### config.mk
export PLATFORM = sky130hd
export DESIGN_NAME = qbp_port
export DESIGN_NICKNAME = d
export VERILOG_FILES = /design/src/rtl/qbp_pkg.sv /design/src/rtl/qbp_latch_bank.sv /design/src/rtl/qbp_cnv_gate.sv /design/src/rtl/qbp_drive.sv /design/src/rtl/qbp_port.sv
export SDC_FILE = /design/constraint.sdc
export NUM_CORES = 1
export LEC_CHECK = 0
export CAP_MARGIN = 20
export CORE_MARGIN = 10
export CORE_UTILIZATION = 55
export DETAILED_ROUTE_END_ITERATION = 6
export DONT_BUFFER_PORTS = 1
export GPL_ROUTABILITY_DRIVEN = 0
export GPL_TIMING_DRIVEN = 0
export PLACE_DENSITY = 0.7
export SYNTH_ARGS = -nofsm -noshare
export SYNTH_HDL_FRONTEND = slang
export SYNTH_HIERARCHICAL = 1
export SYNTH_SLANG_ARGS = --single-unit
export TNS_END_PERCENT = 50
### constraint.sdc
create_clock -name clk -period 1.3 [get_ports clk]
set_input_delay 0.13 -clock clk [delete_from_list [all_inputs] [get_ports clk]]
set_output_delay 0.13 -clock clk [all_outputs]
set_load 0.005 [all_outputs]
### src/rtl/qbp_pkg.sv
package qbp_pkg;
  typedef enum logic {
    RD_LATCH = 1'b0,
    RD_PIN   = 1'b1
  } rd_src_e;
endpackage

### src/rtl/qbp_latch_bank.sv
module qbp_latch_bank #(
  parameter int W = 8
) (
  input  logic         clk,
  input  logic         rst_n,
  input  logic         wr_en,
  input  logic [W-1:0] wr_data,
  output logic [W-1:0] lat_q
);
  logic [W-1:0] lat_d;

  always_comb begin
    lat_d = lat_q;
    if (wr_en) lat_d = wr_data;
  end

  always_ff @(posedge clk or negedge rst_n) begin
    if (!rst_n) lat_q <= '1;
    else        lat_q <= lat_d;
  end

  // strobe loads, no strobe holds
  a_r2_load: assert property (@(posedge clk) disable iff (!rst_n)
    wr_en |=> (lat_q == $past(wr_data)));
  a_r2_hold: assert property (@(posedge clk) disable iff (!rst_n)
    !wr_en |=> $stable(lat_q));
endmodule

### src/rtl/qbp_cnv_gate.sv
module qbp_cnv_gate #(
  parameter int W    = 8,
  parameter int NANA = 5,
  parameter int CH_W = 3
) (
  input  logic            cnv_en,
  input  logic [CH_W-1:0] cnv_sel,
  output logic [W-1:0]    float_mask,
  output logic [W-1:0]    rd_kill
);
  for (genvar i = 0; i < W; i++) begin : g_bit
    if (i < NANA) begin : g_shared
      assign float_mask[i] = cnv_en;
      assign rd_kill[i]    = cnv_en && (cnv_sel == CH_W'(i));
    end else begin : g_plain
      assign float_mask[i] = 1'b0;
      assign rd_kill[i]    = 1'b0;
    end
  end
endmodule

### src/rtl/qbp_drive.sv
module qbp_drive #(
  parameter int W = 8
) (
  input  logic [W-1:0] lat_q,
  input  logic [W-1:0] alt_drv,
  input  logic [W-1:0] float_mask,
  output logic [W-1:0] pd_en,
  output logic [W-1:0] pu_en
);
  logic [W-1:0] drv;

  always_comb begin
    drv   = lat_q & alt_drv;
    pd_en = ~drv & ~float_mask;
    pu_en =  drv & ~float_mask;
  end
endmodule

### src/rtl/qbp_port.sv
module qbp_port #(
  parameter int W        = 8,
  parameter int NANA     = 5,
  parameter int CH_W     = 3,
  parameter int IRQ0_BIT = 5,
  parameter int IRQ1_BIT = 6,
  parameter int TCNT_BIT = 7
) (
  input  logic            clk,
  input  logic            rst_n,
  input  logic            wr_en,
  input  logic [W-1:0]    wr_data,
  input  logic            rd_pin_sel,
  input  logic [W-1:0]    alt_drv,
  input  logic [W-1:0]    pin_in,
  input  logic            cnv_en,
  input  logic [CH_W-1:0] cnv_sel,
  output logic [W-1:0]    pd_en,
  output logic [W-1:0]    pu_en,
  output logic [W-1:0]    rd_data,
  output logic            ext_irq0,
  output logic            ext_irq1,
  output logic            tmr0_cnt
);
  import qbp_pkg::*;

  logic [1:0]   rst_sync;
  logic         rst_int_n;
  logic [W-1:0] lat_q;
  logic [W-1:0] float_mask;
  logic [W-1:0] rd_kill;
  rd_src_e      rd_src;

  always_ff @(posedge clk or negedge rst_n) begin
    if (!rst_n) rst_sync <= 2'b00;
    else        rst_sync <= {rst_sync[0], 1'b1};
  end
  assign rst_int_n = rst_sync[1];

  qbp_latch_bank #(.W(W)) u_latch (
    .clk     (clk),
    .rst_n   (rst_int_n),
    .wr_en   (wr_en),
    .wr_data (wr_data),
    .lat_q   (lat_q)
  );

  qbp_cnv_gate #(.W(W), .NANA(NANA), .CH_W(CH_W)) u_gate (
    .cnv_en     (cnv_en),
    .cnv_sel    (cnv_sel),
    .float_mask (float_mask),
    .rd_kill    (rd_kill)
  );

  qbp_drive #(.W(W)) u_drive (
    .lat_q      (lat_q),
    .alt_drv    (alt_drv),
    .float_mask (float_mask),
    .pd_en      (pd_en),
    .pu_en      (pu_en)
  );

  always_comb begin
    rd_src = rd_src_e'(rd_pin_sel);
    if (rd_src == RD_PIN) rd_data = pin_in & ~rd_kill;
    else                  rd_data = lat_q;
  end

  assign ext_irq0 = pin_in[IRQ0_BIT];
  assign ext_irq1 = pin_in[IRQ1_BIT];
  assign tmr0_cnt = pin_in[TCNT_BIT];

  // a pin is never pulled both ways
  a_r4_no_contention: assert property (@(posedge clk) disable iff (!rst_int_n)
    (pd_en & pu_en) == '0);
  // shared bits float while the converter is on
  a_r5_float: assert property (@(posedge clk) disable iff (!rst_int_n)
    cnv_en |-> ((pd_en[NANA-1:0] | pu_en[NANA-1:0]) == '0));
  // the selected channel reads 0 on the pin path
  a_r6_gated_read: assert property (@(posedge clk) disable iff (!rst_int_n)
    (cnv_en && rd_pin_sel && (int'(cnv_sel) < NANA)) |-> (rd_data[cnv_sel] == 1'b0));
  // upper bits always drive one way or the other
  a_r10_upper_driven: assert property (@(posedge clk) disable iff (!rst_int_n)
    &(pd_en[W-1:NANA] | pu_en[W-1:NANA]));
  // latch reads do not depend on the converter
  a_r8_latch_read: assert property (@(posedge clk) disable iff (!rst_int_n)
    (!rd_pin_sel && !wr_en && $stable(rd_pin_sel)) |=> (!rd_pin_sel -> $stable(rd_data)));
endmodule

**Yosys cells after proc, flatten, opt, wreduce, memory -nomap -nowiden**

Cells that the tools add are included.

- Register bits: 10
- Bits of input ports: 32
- Output and inout port bits: 27
- Word-level logic and storage cells: 20

- Equal/unequal tests: 4
- Multiplexer cells: 1
- Bitwise operators: 7
- Reduce and logical (&&, ||, !) cells: 6

Operators by type and width:

| cell | count |
|---|---|
| $and A8 B8 Y8 | 4 |
| $not A5 Y8 | 2 |
| $mux W8 | 1 |
| $not A8 Y8 | 1 |
| $eq A3 B2 Y1 const B | 2 |
| $logic_and A1 B1 Y1 | 5 |
| $eq A3 B1 Y1 const B | 1 |
| $eq A3 B3 Y1 const B | 1 |
| $logic_not A3 Y1 | 1 |

**Longest topological paths before layout**

Gate-level depths: netlist of the first run.

- Depth after elaboration: 5
- Mapped depth: 4
- Mapped depth without buffers: 2

**By module**

Netlist of the first run, hierarchy kept.

Modules (own cells, without submodules):

| module | instances | cells an instance | area each (µm²) | sequential area each (µm²) |
|---|---|---|---|---|
| qbp_latch_bank | 1 | 17 | 341.6 | 210.2 |
| qbp_port | 1 | 32 | 266.5 | 50.0 |
| qbp_cnv_gate | 1 | 17 | 150.1 | 0.0 |
| qbp_drive | 1 | 16 | 110.1 | 0.0 |

**Worst setup path after synthesis of the first run**

Ideal clock, no wire load.

- Path kind: register to output
- Start: register u_latch.lat_q[0]
- End: output port rd_data[0]
- Data arrival time: 0.697 ns
- Required time: 1.170 ns
- Setup slack: 0.473 ns
- Stages on the path, launching flop included: 3
- Path buffers: 0
- Cell sequence: dfstp_2 > inv_1 > o22ai_2

- Longest elaborated chain between the ends: 1

RTL lines:

| element | line | text |
|---|---|---|
| start, declared | qbp_latch_bank.sv:8 | `output logic [W-1:0] lat_q` |
| start signal, assigned | qbp_latch_bank.sv:19 | `else lat_q <= lat_d;` |
| $mux W8 | qbp_port.sv:65 | `if (rd_src == RD_PIN) rd_data = pin_in & ~rd_kill;` |
| end, declared | qbp_port.sv:20 | `output logic [W-1:0] rd_data,` |

No other way between the ends.

**Worst setup path in the final report of the first run**

- Start: register u_latch.lat_q[7]
- End: output port rd_data[7]

Same word-level chain as after synthesis.

==> reports/results.ini, run 1 <==
[synth]
syn_area_um2 = 868.3
synthArstFlopShare = 1.000
synth_top_family_by_area = buffers and inverters
synth_top_cell_area_share = 0.2421
synth_adder_area_share = 0
yosysSeqAreaShare = 0.2997
synthMuxAreaShare = 0.1383
synth-xor-area-share = 0
synth_area_leader_cell = dfstp_2
synth.distinct_cells = 18
synth-simple-area-share = 0.1960
syn_inst = 82
ys_ff_latch = 10
ys_top_cells_by_area = dfstp_2 (24%), mux2_4 (14%), buf_4 (12%)
synthFlopType = dfstp_2
synth.avg_cell_area_um2 = 10.59
synth_compound_area_frac = 0.1527
synth_edf_count = 0
ys_warn_count = 6

[place]
dp.final_hpwl_um = 1756
placed_area_um2 = 907.1
io_buffers = 0
placedCellCount = 103

[timing]
setup-tns-final_ns = 0
fmax_mhz = 862.1
hold_viol_final = 0
finClkSkew_ns = 0.001567
rsz0062_at_grt = false
period_share = 0.8922
period_needed_ns = 1.160
drv_slew = 0
setup_violations = 0

[final_layout]
nNetsFinal = 129
stdcell_count = 112
areaGrowthSynthToFinish_pct = 13.26
n_antenna_cell = 0
final_common_cell = buf_4
fin_area_um2 = 983.4
drive_above_1_share = 0.5104

[route]
drt_iter0_drc = 13
drcViolationCount = 0
postRouteAntennaNets = 0
dr.pass1.iters = 2
vias = 610
avgViaCountPerCell = 5.446
wl_per_cell_um = 18.96
drt_wl_total_um = 2124

[grt]
grt_pass1_wl_um = 3236
grt_pass1_vias = 657
grt.total_usage = 0.1199
antenna_found_initial = 0
grt_start_max_net_pins = 11
grt_overflow = 0

[die]
num_rows = 14
start_util = 0.5764
die-area_um2 = 3568
pin_count = 59
fp.dieW_um = 59.74
coreArea_um2 = 1506
die_h_um = 59.74

[worst_setup_path]
critPathLaunchType = register
path_cells = inv_1 > o22ai_2
cp_max_fo = 4
required_ns = 1.17
critPathCaptureType = primary output
slowest_stage = dfstp_2
worst-setup-path-type = register to primary output
cpPeakStageDelay_ns = 0.56
crit_arrival_ns = 1.03

[hold_path]
hp-class = input pin to register

[clocking]
holdBufCountCts = 1
cts_num_sinks = 10
clkLatencyLatePin_ns = 0.26
ctsResizeCount = 0
clkTransAtPathRegs_ns = 0.06
cts_setup_buffers = 0
root_buffer = clkbuf_4
cts_buffers = 3
cts.htree.levels = 1
cts_max_path_buffers = 2
tritoncts = built

[power]
ir_worst_vdd_mv = 0.4501
p_leak_uw = 0.0004999
power_density_nw_per_um2 = 844.3
finalPower_uw = 830.4

[job]
drv_cap = 0

[status]
status = completed

## through the flow
stage / setup WS, ns / hold slack [ns] / utilization
3_5_place_dp: 0.4143 / -0.1655 / 0.6022
3_3_place_gp: 0.4120 / -0.1655 / 0.6022
4_1_cts: 0.1250 / 0.006193 / 0.6262
2_1_floorplan: 0.4728 / -0.1656 / -
5_1_grt: 0.06763 / 0.0003360 / 0.6528
6_report: 0.1401 / 0.01701 / 0.6528
## cells by family after synthesis
family | after synthesis
other cells | 2
compound gates | 16
mux | 8
buf+inv | 25
simple gates | 21
flops | 10
## path summary, 6_finish.rpt
kind | startpoint | to | slack, ns | cells after the start
setup / recovery | u_latch/lat_q[7] | rd_data[7] | 0.14 | 2
hold / removal | wr_data[3] | u_latch/lat_q[3] | 0.02 | 1
setup reg to reg | u_latch/lat_q[7] | u_latch/lat_q[7] | 0.54 | 1
hold reg to reg | rst_sync[0] | rst_sync[1] | 0.37 | 0
max in group asynchronous | rst_sync[1] | u_latch/lat_q[4] | 0.88 | 0
min in group asynchronous | rst_n | rst_sync[1] | 0.10 | 1
## layout make-up
type / count / area, um2
fill: 137 / 523.0
multi-input combinational: 52 / 449.2
sequential: 10 / 260.3
buffer: 17 / 147.6
timing repair buffer: 5 / 50.05
inverter: 8 / 30.03
clock buffer: 4 / 26.28
tap: 16 / 20.02
## routing by layer
| layer | routed length [um] | GRT usage |
|---|---|---|
| met2 | 1117 | 0.1941 |
| met3 | 290 | 0.06144 |
| met4 | 27 | 0.06731 |
| met5 | 0 | 0 |
| met1 | 690 | 0.1213 |
## flip-flops by register name (all words and copies together) (netlist names)
signal / count
rst_sync: 2
u_latch/lat_q: 8
## critical path, delay by kind of cell, from the launching register on
kind | cells | cell delay (ns)
buffers and inverters | 1 | 0.05
flip-flops | 1 | 0.56
AO/OA/AOI/OAI | 1 | 0.16
## power breakdown
group          internal [uW]  switching, uW  total (uW)
Sequential               360           31.8         392
Clock                    118            100         219
Combinational            134           86.5         220
## cell usage after synthesis, types with 2 or more instances
cell type / n
a21oi_1: 8
and3b_1: 8
and4bb_2: 3
buf_4: 14
buf_6: 2
conb_1: 2
dfrtp_1: 2
dfstp_2: 8
inv_1: 8
mux2_4: 8
nand2_1: 6
o22ai_2: 7
No activity file was read; power rests on OpenSTA's default activity.
==> inputs of run 2 (changes only) <==
CORE_MARGIN = 2   (was 10)
clock period = 1.1 ns   (was 1.3 ns; I/O delays follow)
==> run 2 against run 1 <==
Compared with the run above:
- the flow now finishes with violations (negative setup slack)
- utilization increased by 4.9 points
- sequential power rose by 19%
- clock skew rose by 0.0011 ns
- via count is 0.66% higher
- cell area grew 6.2%
- critical path type unchanged
- critical endpoint is now rd_data[1]
==> reports/results.ini, run 2 (synthesized netlist as in run 1, its figures left out) <==
[timing]
setup-tns-final_ns = -0.3234  ; -0.3234 ns
period_share = 1.035
hold_viol_final = 0  ; unchanged
rsz0062_at_grt = true
period_needed_ns = 1.139
fin_ws_ns = -0.03905  ; -0.1791 ns
finClkSkew_ns = 0.002638  ; +0.001071 ns
hold_slack_ns = 0.07748  ; +0.06047 ns
drv_slew = 0  ; unchanged
setup_violations = 16  ; +16
fmax_mhz = 877.9

[worst_setup_path]
r2r_cells = 2  ; +1
critical-path-top-delay-family = flip-flops
worstReg2RegStart = u_latch/lat_q[4]
required_ns = 0.99  ; -0.18 ns
startpoint = u_latch/lat_q[1]
timing.critical_path.buf_inv = 1  ; unchanged
crit_arrival_ns = 1.03  ; about the same
regToRegSetupSlack_ns = 0.26  ; -0.28 ns
critPathCaptureType = primary output
cp_max_fo = 4  ; unchanged
worstSetupPathDepth = 2  ; unchanged
slowest_stage = dfstp_2
critPathLaunchType = register
worst-setup-path-type = register to primary output
r2r_end = u_latch/lat_q[4]
cpPeakStageDelay_ns = 0.56  ; about the same
cp-endpoint = rd_data[1]
path_cells = inv_1 > o22ai_2

[route]
drcViolationCount = 0  ; unchanged
vias = 614  ; +0.66%
dr.pass1.iters = 3  ; +1
avgViaCountPerCell = 5.248  ; -3.6%
postRouteAntennaNets = 0  ; unchanged
drt_iter0_drc = 4  ; -9
wl_per_cell_um = 14.50  ; -24%
drt_wl_total_um = 1696  ; -20%

[grt]
grt.total_usage = 0.1829  ; +0.06298
grt_pass1_wl_um = 2456  ; -24%
grt_start_max_net_pins = 11  ; unchanged
use_met3 = 0.04583  ; -0.01561
antenna_found_initial = 0  ; unchanged
use_met1 = 0.1847  ; +0.06337
met2_usage = 0.3324  ; +0.1382
grt_overflow = 0  ; unchanged
grt_pass1_vias = 580  ; -12%
busiest_layer = met2

[die]
start_util = 0.5832  ; +0.006781
num_rows = 14  ; unchanged
coreArea_um2 = 1489  ; -1.2%
die-area_um2 = 1913  ; -46%
pin_count = 59  ; unchanged
die_h_um = 43.74  ; -27%
fp.dieW_um = 43.74  ; -27%

[final_layout]
regMostFlops = u_latch/lat_q
n_antenna_cell = 0  ; unchanged
largest_reg_flops = 8  ; unchanged
largestRegisters = u_latch/lat_q x8, rst_sync x2
areaGrowthSynthToFinish_pct = 20.32
stdcell_count = 117  ; +4.5%
final_common_cell = buf_4
layout_common_cells = buf_4 (15), dlygate4sd3_1 (9)
nNetsFinal = 134  ; +3.9%
drive_above_1_share = 0.5644  ; +0.05394
utilization = 0.7017  ; +0.04886

[power]
power_density_nw_per_um2 = 1031  ; +22%
p_leak_uw = 0.0005237  ; +4.8%
ir_worst_vdd_mv = 0.6969  ; +55%

[status]
violations = negative setup slack
status = complete, but fails checks

[clocking]
cts_num_sinks = 10  ; unchanged
cts.htree.levels = 1  ; unchanged
cts_max_path_buffers = 2  ; unchanged
tritoncts = built
clkTransAtPathRegs_ns = 0.07  ; about the same
cts_buffers = 3  ; unchanged
clkLatencyLatePin_ns = 0.27  ; about the same
root_buffer = clkbuf_4

[place]
dp.final_hpwl_um = 1304  ; -26%
dp_slack_ns = 0.2379  ; -0.1763 ns
placedCellCount = 103  ; unchanged
io_buffers = 0  ; unchanged

[job]
drv_cap = 0  ; unchanged

[hold_path]
hp-class = input pin to asynchronous set/reset pin

## run 2: cell types whose count changed in the layout (fill, tap and decap cells not counted), sizes merged
cell	previous run	this run
buf	17	18
dlygate4sd3	5	9
## run 2: worst min-delay path by stage
stage	to	slack (ns)	depth (start not counted)
floorplan	rst_sync[0]	-0.19	0
global placement	rst_sync[0]	-0.19	0
detailed placement	rst_sync[1]	-0.19	0
CTS	rst_sync[1]	0.07	1
global route	rst_sync[1]	0.06	1
finish	rst_sync[0]	0.08	1
## run 2: routing by layer
layer | vias to the layer above | routed length, um
li1 | 302 | -
met5 | - | 0
met4 | 0 | 12
met2 | 37 | 895
met1 | 273 | 626
met3 | 2 | 161
## run 2: final cells by class
type,instances,area (um2)
buffer,17,147.6
clock buffer,4,36.28
fill,134,444.2
inverter,8,30.03
multi-input combinational,52,452.9
sequential,10,260.3
tap,16,20.02
timing repair buffer,10,97.59
## run 2: power breakdown
part	internal [uW]	switching, uW	total (uW)
Sequential	425	40.2	465
Combinational	174	104	277
Clock	201	133	334
## run 2: per-stage QoR
| stage | total power, uW | area [um2] |
|---|---|---|
| 2_1_floorplan | 675.6 | 887.1 |
| 3_3_place_gp | 705.9 | 907.1 |
| 3_5_place_dp | 709.5 | 907.1 |
| 4_1_cts | 1093 | 1045 |
| 5_1_grt | 1143 | 1045 |
| 6_report | 1077 | 1045 |
## run 2: worst register-to-register path, delay by kind of cell, from the launching register on
kind                   cells  cell delay [ns]
buffers and inverters      1             0.11
flip-flops                 1             0.55
multiplexers               1             0.13
## run 2: what timing repair did
| item | in CTS | in global routing |
|---|---|---|
| hold endpoints to repair | 10 | 0 |
| gates resized for setup | 4 | 2 |
| setup buffers | 1 | 0 |
| hold buffers | 9 | 0 |
| endpoints found under the setup margin | 16 | 16 |
| pin swaps | 1 | 0 |
